## src/rtl/fifo_irq_pkg.sv

```systemverilog
package fifo_irq_pkg;

    localparam int EV_N        = 6;
    localparam int LANE_W      = 8;
    localparam int CH_PER_BANK = 4;
    localparam int WORD_W      = LANE_W * CH_PER_BANK;
    localparam int KIND_W      = 3;
    localparam int BANK_AW     = 2;
    localparam int ADDR_W      = KIND_W + BANK_AW;
    localparam int BANK_SLOTS  = 1 << BANK_AW;

    typedef enum logic [KIND_W-1:0] {
        KIND_EN  = 3'd0,
        KIND_CLR = 3'd1,
        KIND_RAW = 3'd2,
        KIND_MSK = 3'd3,
        KIND_CPU = 3'd4
    } reg_kind_e;

    typedef enum logic [2:0] {
        EV_CAP_AE  = 3'd0,
        EV_CAP_AF  = 3'd1,
        EV_PLY_AE  = 3'd2,
        EV_PLY_AF  = 3'd3,
        EV_CAP_OVF = 3'd4,
        EV_PLY_OVF = 3'd5
    } ev_code_e;

    typedef struct packed {
        logic [KIND_W-1:0]  kind;
        logic [BANK_AW-1:0] bank;
    } reg_addr_t;

    function automatic reg_addr_t split_addr(input logic [ADDR_W-1:0] a);
        return reg_addr_t'(a);
    endfunction

    function automatic int bank_of(input int ch);
        return ch / CH_PER_BANK;
    endfunction

    function automatic int lane_lsb(input int ch);
        return (ch % CH_PER_BANK) * LANE_W;
    endfunction

endpackage

```

## src/rtl/fifo_irq_lane.sv

```systemverilog
module fifo_irq_lane
    import fifo_irq_pkg::*;
#(
    parameter int EVN = EV_N
) (
    input  logic           clk,
    input  logic           rst,
    input  logic [EVN-1:0] ev_i,
    input  logic           en_we,
    input  logic           clr_we,
    input  logic [EVN-1:0] wdata,
    input  logic           gate_i,
    output logic [EVN-1:0] en_o,
    output logic [EVN-1:0] raw_o,
    output logic [EVN-1:0] msk_o,
    output logic           req_o
);

    logic [EVN-1:0] en_q;
    logic [EVN-1:0] raw_q;
    logic [EVN-1:0] clr_bits;

    assign clr_bits = clr_we ? wdata : '0;

    always_ff @(posedge clk) begin
        if (rst) begin
            en_q  <= '0;
            raw_q <= '0;
        end else begin
            if (en_we)
                en_q <= wdata;
            // a new event outranks a clear of the same bit
            raw_q <= (raw_q & ~clr_bits) | ev_i;
        end
    end

    assign en_o  = en_q;
    assign raw_o = raw_q;
    assign msk_o = raw_q & en_q;
    assign req_o = gate_i & (|msk_o);

endmodule

```

## src/rtl/fifo_irq_regfile.sv

```systemverilog
module fifo_irq_regfile
    import fifo_irq_pkg::*;
#(
    parameter int NUM_CH = 10
) (
    input  logic                   clk,
    input  logic                   rst,
    input  logic                   wr_en,
    input  logic [ADDR_W-1:0]      wr_addr,
    input  logic [WORD_W-1:0]      wr_data,
    input  logic [ADDR_W-1:0]      rd_addr,
    input  logic [NUM_CH*EV_N-1:0] en_flat,
    input  logic [NUM_CH*EV_N-1:0] raw_flat,
    input  logic [NUM_CH*EV_N-1:0] msk_flat,
    output logic [NUM_CH-1:0]      en_we,
    output logic [NUM_CH-1:0]      clr_we,
    output logic [NUM_CH*EV_N-1:0] lane_wdata,
    output logic [NUM_CH-1:0]      cpu_mask,
    output logic [WORD_W-1:0]      rd_data
);

    localparam int NUM_BANK = (NUM_CH + CH_PER_BANK - 1) / CH_PER_BANK;

    reg_addr_t wa;
    reg_addr_t ra;
    logic [WORD_W-1:0] en_word  [BANK_SLOTS];
    logic [WORD_W-1:0] raw_word [BANK_SLOTS];
    logic [WORD_W-1:0] msk_word [BANK_SLOTS];
    logic unused_wbits;

    assign wa = split_addr(wr_addr);
    assign ra = split_addr(rd_addr);
    assign unused_wbits = ^wr_data;

    // write decode: one strobe pair and one data slice per channel
    for (genvar ch = 0; ch < NUM_CH; ch++) begin : g_wdec
        localparam logic [BANK_AW-1:0] MY_BANK = BANK_AW'(bank_of(ch));
        localparam int LSB = lane_lsb(ch);
        logic hit;
        assign hit = wr_en && (wa.bank == MY_BANK);
        assign en_we[ch]  = hit && (wa.kind == KIND_EN);
        assign clr_we[ch] = hit && (wa.kind == KIND_CLR);
        assign lane_wdata[ch*EV_N +: EV_N] = wr_data[LSB +: EV_N];
    end

    always_ff @(posedge clk) begin
        if (rst)
            cpu_mask <= '0;
        else if (wr_en && wa.kind == KIND_CPU)
            cpu_mask <= wr_data[NUM_CH-1:0];
    end

    // pack per-channel vectors into bank words; empty lanes stay zero
    always_comb begin
        for (int b = 0; b < BANK_SLOTS; b++) begin
            en_word[b]  = '0;
            raw_word[b] = '0;
            msk_word[b] = '0;
        end
        for (int ch = 0; ch < NUM_CH; ch++) begin
            en_word[bank_of(ch)][lane_lsb(ch) +: EV_N]  = en_flat[ch*EV_N +: EV_N];
            raw_word[bank_of(ch)][lane_lsb(ch) +: EV_N] = raw_flat[ch*EV_N +: EV_N];
            msk_word[bank_of(ch)][lane_lsb(ch) +: EV_N] = msk_flat[ch*EV_N +: EV_N];
        end
    end

    always_comb begin
        rd_data = '0;
        case (ra.kind)
            KIND_EN:  if (int'(ra.bank) < NUM_BANK) rd_data = en_word[ra.bank];
            KIND_RAW: if (int'(ra.bank) < NUM_BANK) rd_data = raw_word[ra.bank];
            KIND_MSK: if (int'(ra.bank) < NUM_BANK) rd_data = msk_word[ra.bank];
            KIND_CPU: rd_data = WORD_W'(cpu_mask);
            default:  rd_data = '0;
        endcase
    end

endmodule

```

## src/rtl/fifo_irq_ctrl.sv

```systemverilog
module fifo_irq_ctrl
    import fifo_irq_pkg::*;
#(
    parameter int NUM_CH = 10
) (
    input  logic                   clk,
    input  logic                   rst,
    input  logic [NUM_CH*EV_N-1:0] ev_i,
    input  logic                   wr_en,
    input  logic [ADDR_W-1:0]      wr_addr,
    input  logic [WORD_W-1:0]      wr_data,
    input  logic [ADDR_W-1:0]      rd_addr,
    output logic [WORD_W-1:0]      rd_data,
    output logic                   irq_o
);

    localparam int EVW = NUM_CH * EV_N;

    logic [EVW-1:0]    en_flat;
    logic [EVW-1:0]    raw_flat;
    logic [EVW-1:0]    msk_flat;
    logic [EVW-1:0]    lane_wdata;
    logic [NUM_CH-1:0] en_we;
    logic [NUM_CH-1:0] clr_we;
    logic [NUM_CH-1:0] cpu_mask;
    logic [NUM_CH-1:0] ch_req;
    logic              irq_q;

    fifo_irq_regfile #(.NUM_CH(NUM_CH)) regs_i (
        .clk        (clk),
        .rst        (rst),
        .wr_en      (wr_en),
        .wr_addr    (wr_addr),
        .wr_data    (wr_data),
        .rd_addr    (rd_addr),
        .en_flat    (en_flat),
        .raw_flat   (raw_flat),
        .msk_flat   (msk_flat),
        .en_we      (en_we),
        .clr_we     (clr_we),
        .lane_wdata (lane_wdata),
        .cpu_mask   (cpu_mask),
        .rd_data    (rd_data)
    );

    for (genvar ch = 0; ch < NUM_CH; ch++) begin : g_lane
        fifo_irq_lane #(.EVN(EV_N)) lane_i (
            .clk    (clk),
            .rst    (rst),
            .ev_i   (ev_i[ch*EV_N +: EV_N]),
            .en_we  (en_we[ch]),
            .clr_we (clr_we[ch]),
            .wdata  (lane_wdata[ch*EV_N +: EV_N]),
            .gate_i (cpu_mask[ch]),
            .en_o   (en_flat[ch*EV_N +: EV_N]),
            .raw_o  (raw_flat[ch*EV_N +: EV_N]),
            .msk_o  (msk_flat[ch*EV_N +: EV_N]),
            .req_o  (ch_req[ch])
        );
    end

    always_ff @(posedge clk) begin
        if (rst)
            irq_q <= 1'b0;
        else
            irq_q <= |ch_req;
    end

    assign irq_o = irq_q;

endmodule

```

## config.mk

```make
export PLATFORM = sky130hd
export DESIGN_NAME = fifo_irq_ctrl
export DESIGN_NICKNAME = d
export VERILOG_FILES = /design/src/rtl/fifo_irq_pkg.sv /design/src/rtl/fifo_irq_lane.sv /design/src/rtl/fifo_irq_regfile.sv /design/src/rtl/fifo_irq_ctrl.sv
export SDC_FILE = /design/constraint.sdc
export NUM_CORES = 1
export LEC_CHECK = 0
export BUFFER_PORTS_ARGS = -buffer_cell sky130_fd_sc_hd__buf_4
export CAP_MARGIN = 40
export CORE_ASPECT_RATIO = 0.8
export CORE_MARGIN = 2
export CORE_UTILIZATION = 40
export DETAILED_ROUTE_END_ITERATION = 12
export MAX_ROUTING_LAYER = met4
export PLACE_DENSITY = 0.66
export REMOVE_ABC_BUFFERS = 1
export SLEW_MARGIN = 20
export SYNTH_ARGS = -nofsm -noshare
export SYNTH_HDL_FRONTEND = slang
export SYNTH_SLANG_ARGS = --single-unit
```

## constraint.sdc

```tcl
create_clock -name clk -period 4.6 [get_ports clk]
set_input_delay 0.69 -clock clk [delete_from_list [all_inputs] [get_ports clk]]
set_output_delay 0.69 -clock clk [all_outputs]
set_load 0.02 [all_outputs]
```

Word level (Yosys, flattened, before mapping)
Cells that the tools add are included.
W data, S select, Z words.
{ "totals": {"romBits": 0, "mem_count": 0, "wordCells": 129, "output_inout_bits": 33, "ramBits": 0, "register_bits": 131, "latch_bits": 0, "in_bits": 105} }
{ "op_classes": {"addsub": 0, "div": 0, "n_reduce_logical": 24, "muxes": 23, "n_eq_ne": 7, "shift": 0, "multipliers": 0, "bitwise": 51, "order_cmp": 2} }
{ "ops": {"columns": ["operator", "count"], "rows": [
  ["$mux W32", 9],
  ["$bmux W32 S2", 3],
  ["$pmux W32 S4", 1],
  ["$and A6 B6 Y6", 20],
  ["$mux W6", 10],
  ["$not A6 Y6", 10],
  ["$or A6 B6 Y6", 10],
  ["$reduce_or A6 Y1", 10],
  ["$and A1 B1 Y1", 10],
  ["$logic_and A1 B1 Y1", 10],
  ["$reduce_or A10 Y1", 1],
  ["$eq A3 B2 Y1 const B", 2],
  ["$eq A3 B3 Y1 const B", 2],
  ["$logic_not A3 Y1", 2],
  ["$eq A3 B1 Y1 const B", 1],
  ["$ge A3 B3 Y1 const B", 1],
  ["$not A2 Y3", 1],
  ["$eq A2 B1 Y1 const B", 1],
  ["$eq A2 B2 Y1 const B", 1],
  ["$logic_not A2 Y1", 1],
  ["$lt A2 B2 Y1 const B", 1]
]} }

Logic depth before layout (Yosys ltp)
{ "logic_depth": {"word_depth": 7, "depth_mapped": 8} }

Modules after synthesis
From an unflattened synthesis, not the netlist that was laid out.
{ "unflattened": {"cells_unflattened": 865, "hier_area_um2": 7942.6} }
{ "by_module_without_submodules": {"columns": ["mod", "area_per_inst_um2", "cells_per_inst", "instances"], "rows": [
  ["fifo_irq_lane", 504.2, 47, 10],
  ["fifo_irq_regfile", 2857.7, 390, 1],
  ["fifo_irq_ctrl", 42.5, 5, 1]
]} }

Least setup slack after synthesis
OpenSTA, ideal clock, no wires.
{ "synth_path": {"path_type": "input -> output", "from": "input rd_addr[3]", "to": "output rd_data[9]", "stages": 6, "arrival_time_ns": 2.047, "setup_slack_ns": 1.863, "n_path_buf": 3, "required_ns": 3.910, "cell_sequence": "buf_4 > nor2_1 > buf_2 > clkbuf_1 > a22oi_1 > o31ai_1"} }
{ "synth_between": {"elab_chain_cells": 2, "word_cells_on_any_way": 5, "classes_between": "3 x eq/ne; 1 x mux; 1 x reduce/logical"} }
{ "synth_lines": {"columns": ["element", "line", "rtl"], "rows": [
  ["from (decl)", "fifo_irq_ctrl.sv:12", "input logic [ADDR_W-1:0] rd_addr,"],
  ["$eq A3 B3 Y1 (tied with other cells)", "fifo_irq_regfile.sv:69", "case (ra.kind)"],
  ["$pmux W32 S4 (*)", "fifo_irq_regfile.sv:69", null],
  ["to (decl)", "fifo_irq_ctrl.sv:13", "output logic [WORD_W-1:0] rd_data,"]
]} }
Mark *: on every way between the ends. The rest lies on a longest branch, timed or not.

Worst setup path after layout
{ "layout_path": {"from": "input rd_addr[3]", "to": "output rd_data[13]"} }
The elaborated chain is that of the path after synthesis.

==> results.sh <==
export IMPL_io_pin_count=138
export IMPL_rows=41
export IMPL_coreArea_um2=15800
export IMPL_die_y_um=118
export IMPL_ant_nets=0
export IMPL_die_width_um=146
export IMPL_p_per_area_nw_per_um2=343
export IMPL_synth_avg_cell_area_um2=7.59
export IMPL_drive_above_1_share_pct=18.8
export IMPL_initial_utilization_pct=41.0
export IMPL_worstMarginPinSlew_ns=0.704
export IMPL_worstPathRequired_ns=3.91
export IMPL_power_w=0.00276
export IMPL_wl_met2_um=8930
export IMPL_max_vdd_ir_drop_uv=246
export IMPL_yosysWarnings=0
export IMPL_final_hold_viol_count=0
export IMPL_dp_hpwl_um=14300
export IMPL_drtIter0Drc=711
export IMPL_synth_edf_count=0
export IMPL_grt_max_degree=65
export IMPL_critPathMaxFanout=46
export IMPL_numCtsBuffers=17
export IMPL_ys_seq_elements=131
export IMPL_insertion_delay_ns=0.42
export IMPL_slew_viol_final=0
export IMPL_synthArstFlopShare_pct=0
export IMPL_grt_setup_unrepaired="no"
export IMPL_syn_inst=854
export IMPL_grt_overflow=0
export IMPL_nets=1058
export IMPL_min_path_cells=2
export IMPL_firstDrtPassIters=6
export IMPL_postCtsSetupRepairBufs=0
export IMPL_grt_antenna_before_repair=0
export IMPL_hp_class="flop to flop"
export IMPL_critPathLaunchType="primary input"
export IMPL_regToRegEndpoint="irq_o$_SDFF_PP0_"
export IMPL_synth_main_ff_cell="dfxtp_1"
export IMPL_area_growth_syn_to_layout_pct=24.2
export IMPL_setup_violations=0
export IMPL_rr_worst_depth=5
export IMPL_run_status="complete, no violations"
export IMPL_cp_end_kind="output port"
export IMPL_hold_path_end="g_lane[5].lane_i.en_o[2]$_SDFFE_PP0P_"
export IMPL_io_buffers=125
export IMPL_min_period_ns=3.39
export IMPL_skew_ns=0.00599
export IMPL_grt_pass1_wl_um=33100
export IMPL_ys_types=43
export IMPL_r2r_start="g_lane[7].lane_i.raw_o[3]$_SDFF_PP0_"
export IMPL_wirelength_um=20700
export IMPL_grt_pass1_vias=5964
export IMPL_min_period_over_period_pct=73.7
export IMPL_wl_per_cell_um=17.6
export IMPL_final_cells=1179
export IMPL_p_leak_nw=3.11
export IMPL_syn_area_um2=6480
export IMPL_yosysSeqAreaShare_pct=40.5
export IMPL_clock_sinks=131
export IMPL_drt_met1_wl_um=9850
export IMPL_num_vias=6630
export IMPL_antenna_cells=0
export IMPL_cp_data_arrival_time_ns=2.70
export IMPL_cts_max_path_buffers=2
export IMPL_critPathKind="primary input to output port"
export IMPL_min_from="g_lane[5].lane_i.en_o[2]$_SDFFE_PP0P_"
export IMPL_highest_layer="met4"
export IMPL_h_tree_depth=4
export IMPL_drt_vias_per_instance=5.62
export IMPL_drc=0
export IMPL_setup_tns_ns=0
export IMPL_cts_resized_gates=0
export IMPL_root_buffer="clkbuf_16"
export IMPL_route_met3_wl_um=1660
export IMPL_place_gp_congestion=0.868
export IMPL_path_clk_slew_ns=0.06
export IMPL_max_freq_mhz=295
export IMPL_dp_cells=1149
export IMPL_maxCapViolCount=0
export IMPL_ff2ff_setup_slack_ns=3.05
export IMPL_die_area_um2=17200
export IMPL_postCtsHoldBufs=0
export IMPL_slew_limit_headroom_pct=53.0
export IMPL_grt_use_total_pct=25.0
export IMPL_cts_tree="done"
[routing by layer]
layer  up-vias  track usage [%]
li1       3209                -
met1      3094             35.5
met2       301             35.8
met3        26             4.84
met4         0             7.71
met5         -                -
[worst max-delay path by stage]
stage / end / depth (start not counted) / from
finish: rd_data[13] / 8 / rd_addr[3]
global route: rd_data[12] / 8 / rd_addr[3]
global placement: rd_data[11] / 8 / rd_addr[3]
detailed placement: rd_data[13] / 8 / rd_addr[3]
floorplan: rd_data[16] / 3 / rd_addr[2]
CTS: rd_data[13] / 8 / rd_addr[3]
[flip-flops by register name, summed over array words and instances (netlist names)]
signal and cells:
regs_i.cpu_mask 10, irq_o 1, g_lane.lane_i.raw_o 60, g_lane.lane_i.en_o 60
[kinds of logic after synthesis]
family	share of synthesized area [%]
flip-flops	40.5
buffers and inverters	5.48
AND/OR/NAND/NOR	21.6
multiplexers	4.42
AO/OA/AOI/OAI	27.9
other	0.0579
[Yosys cell counts, types with 4 or more instances]
cell	number	area share, %
a211oi_1	10	1.2
a21o_1	12	1.4
a21oi_1	140	11
a221oi_1	16	2.2
a22oi_1	34	3.9
a311oi_1	10	1.4
a31oi_1	6	0.58
a32oi_1	6	0.81
and2_1	12	1.2
and3_1	4	0.39
buf_2	17	1.3
buf_4	7	0.81
buf_6	6	1.0
clkbuf_1	35	2.0
dfxtp_1	131	40
inv_1	5	0.29
mux2_2	5	0.87
mux2i_1	23	3.6
nand2_1	200	12
nand3_1	25	1.9
nor2_1	75	4.3
o211ai_1	5	0.58
o21a_1	8	0.93
o21ai_0	30	2.3
o22ai_1	6	0.58
[report_power, final]
part	internal (W)	switching, W	total, W
clock network	0.000765	0.000479	0.00124
registers	0.00118	0.0000487	0.00123
logic	0.000126	0.000164	0.000291
total	0.00207	0.000692	0.00276
[worst max-delay path: stages]
cell      delay (ns)
buf_4           0.41
nor2b_4         0.23
buf_4           0.29
and2_4          0.29
a211oi_2        0.09
a311oi_1        0.27
o21a_1          0.22
buf_4           0.16
[per-stage QoR]
stage                     instance area, um2  hold slack, ns  setup slack [ns]  utilization, %
final                                   8040           0.464              1.21            50.9
after global routing                    8040           0.464              1.12            50.9
after CTS                               8040           0.460              1.26            50.9
after detailed placement                7500           0.459              1.31            47.5
after global placement                  7460           0.454              1.29            47.2
after floorplan                         6160           0.439              1.51               -
[final cells by class]
class	count	area, um2
fillers	1583	7760
multi-input cells	658	3520
flip-flops and latches	131	2620
repair buffers	140	1070
clock buffers	26	519
well taps	215	269
clock inverters	4	22.5
inverters	5	18.8
[layout by cell type (no fill, tap or decap), drive strengths merged, types with 23 or more instances in the layout]
cell type / n
mux2i: 23
nand3: 25
nand2: 200
a21oi: 140
buf: 140
dfxtp: 131
nor2: 75
o21ai: 30
a22oi: 34
clkbuf: 26
(Power assumes the default switching activity.)
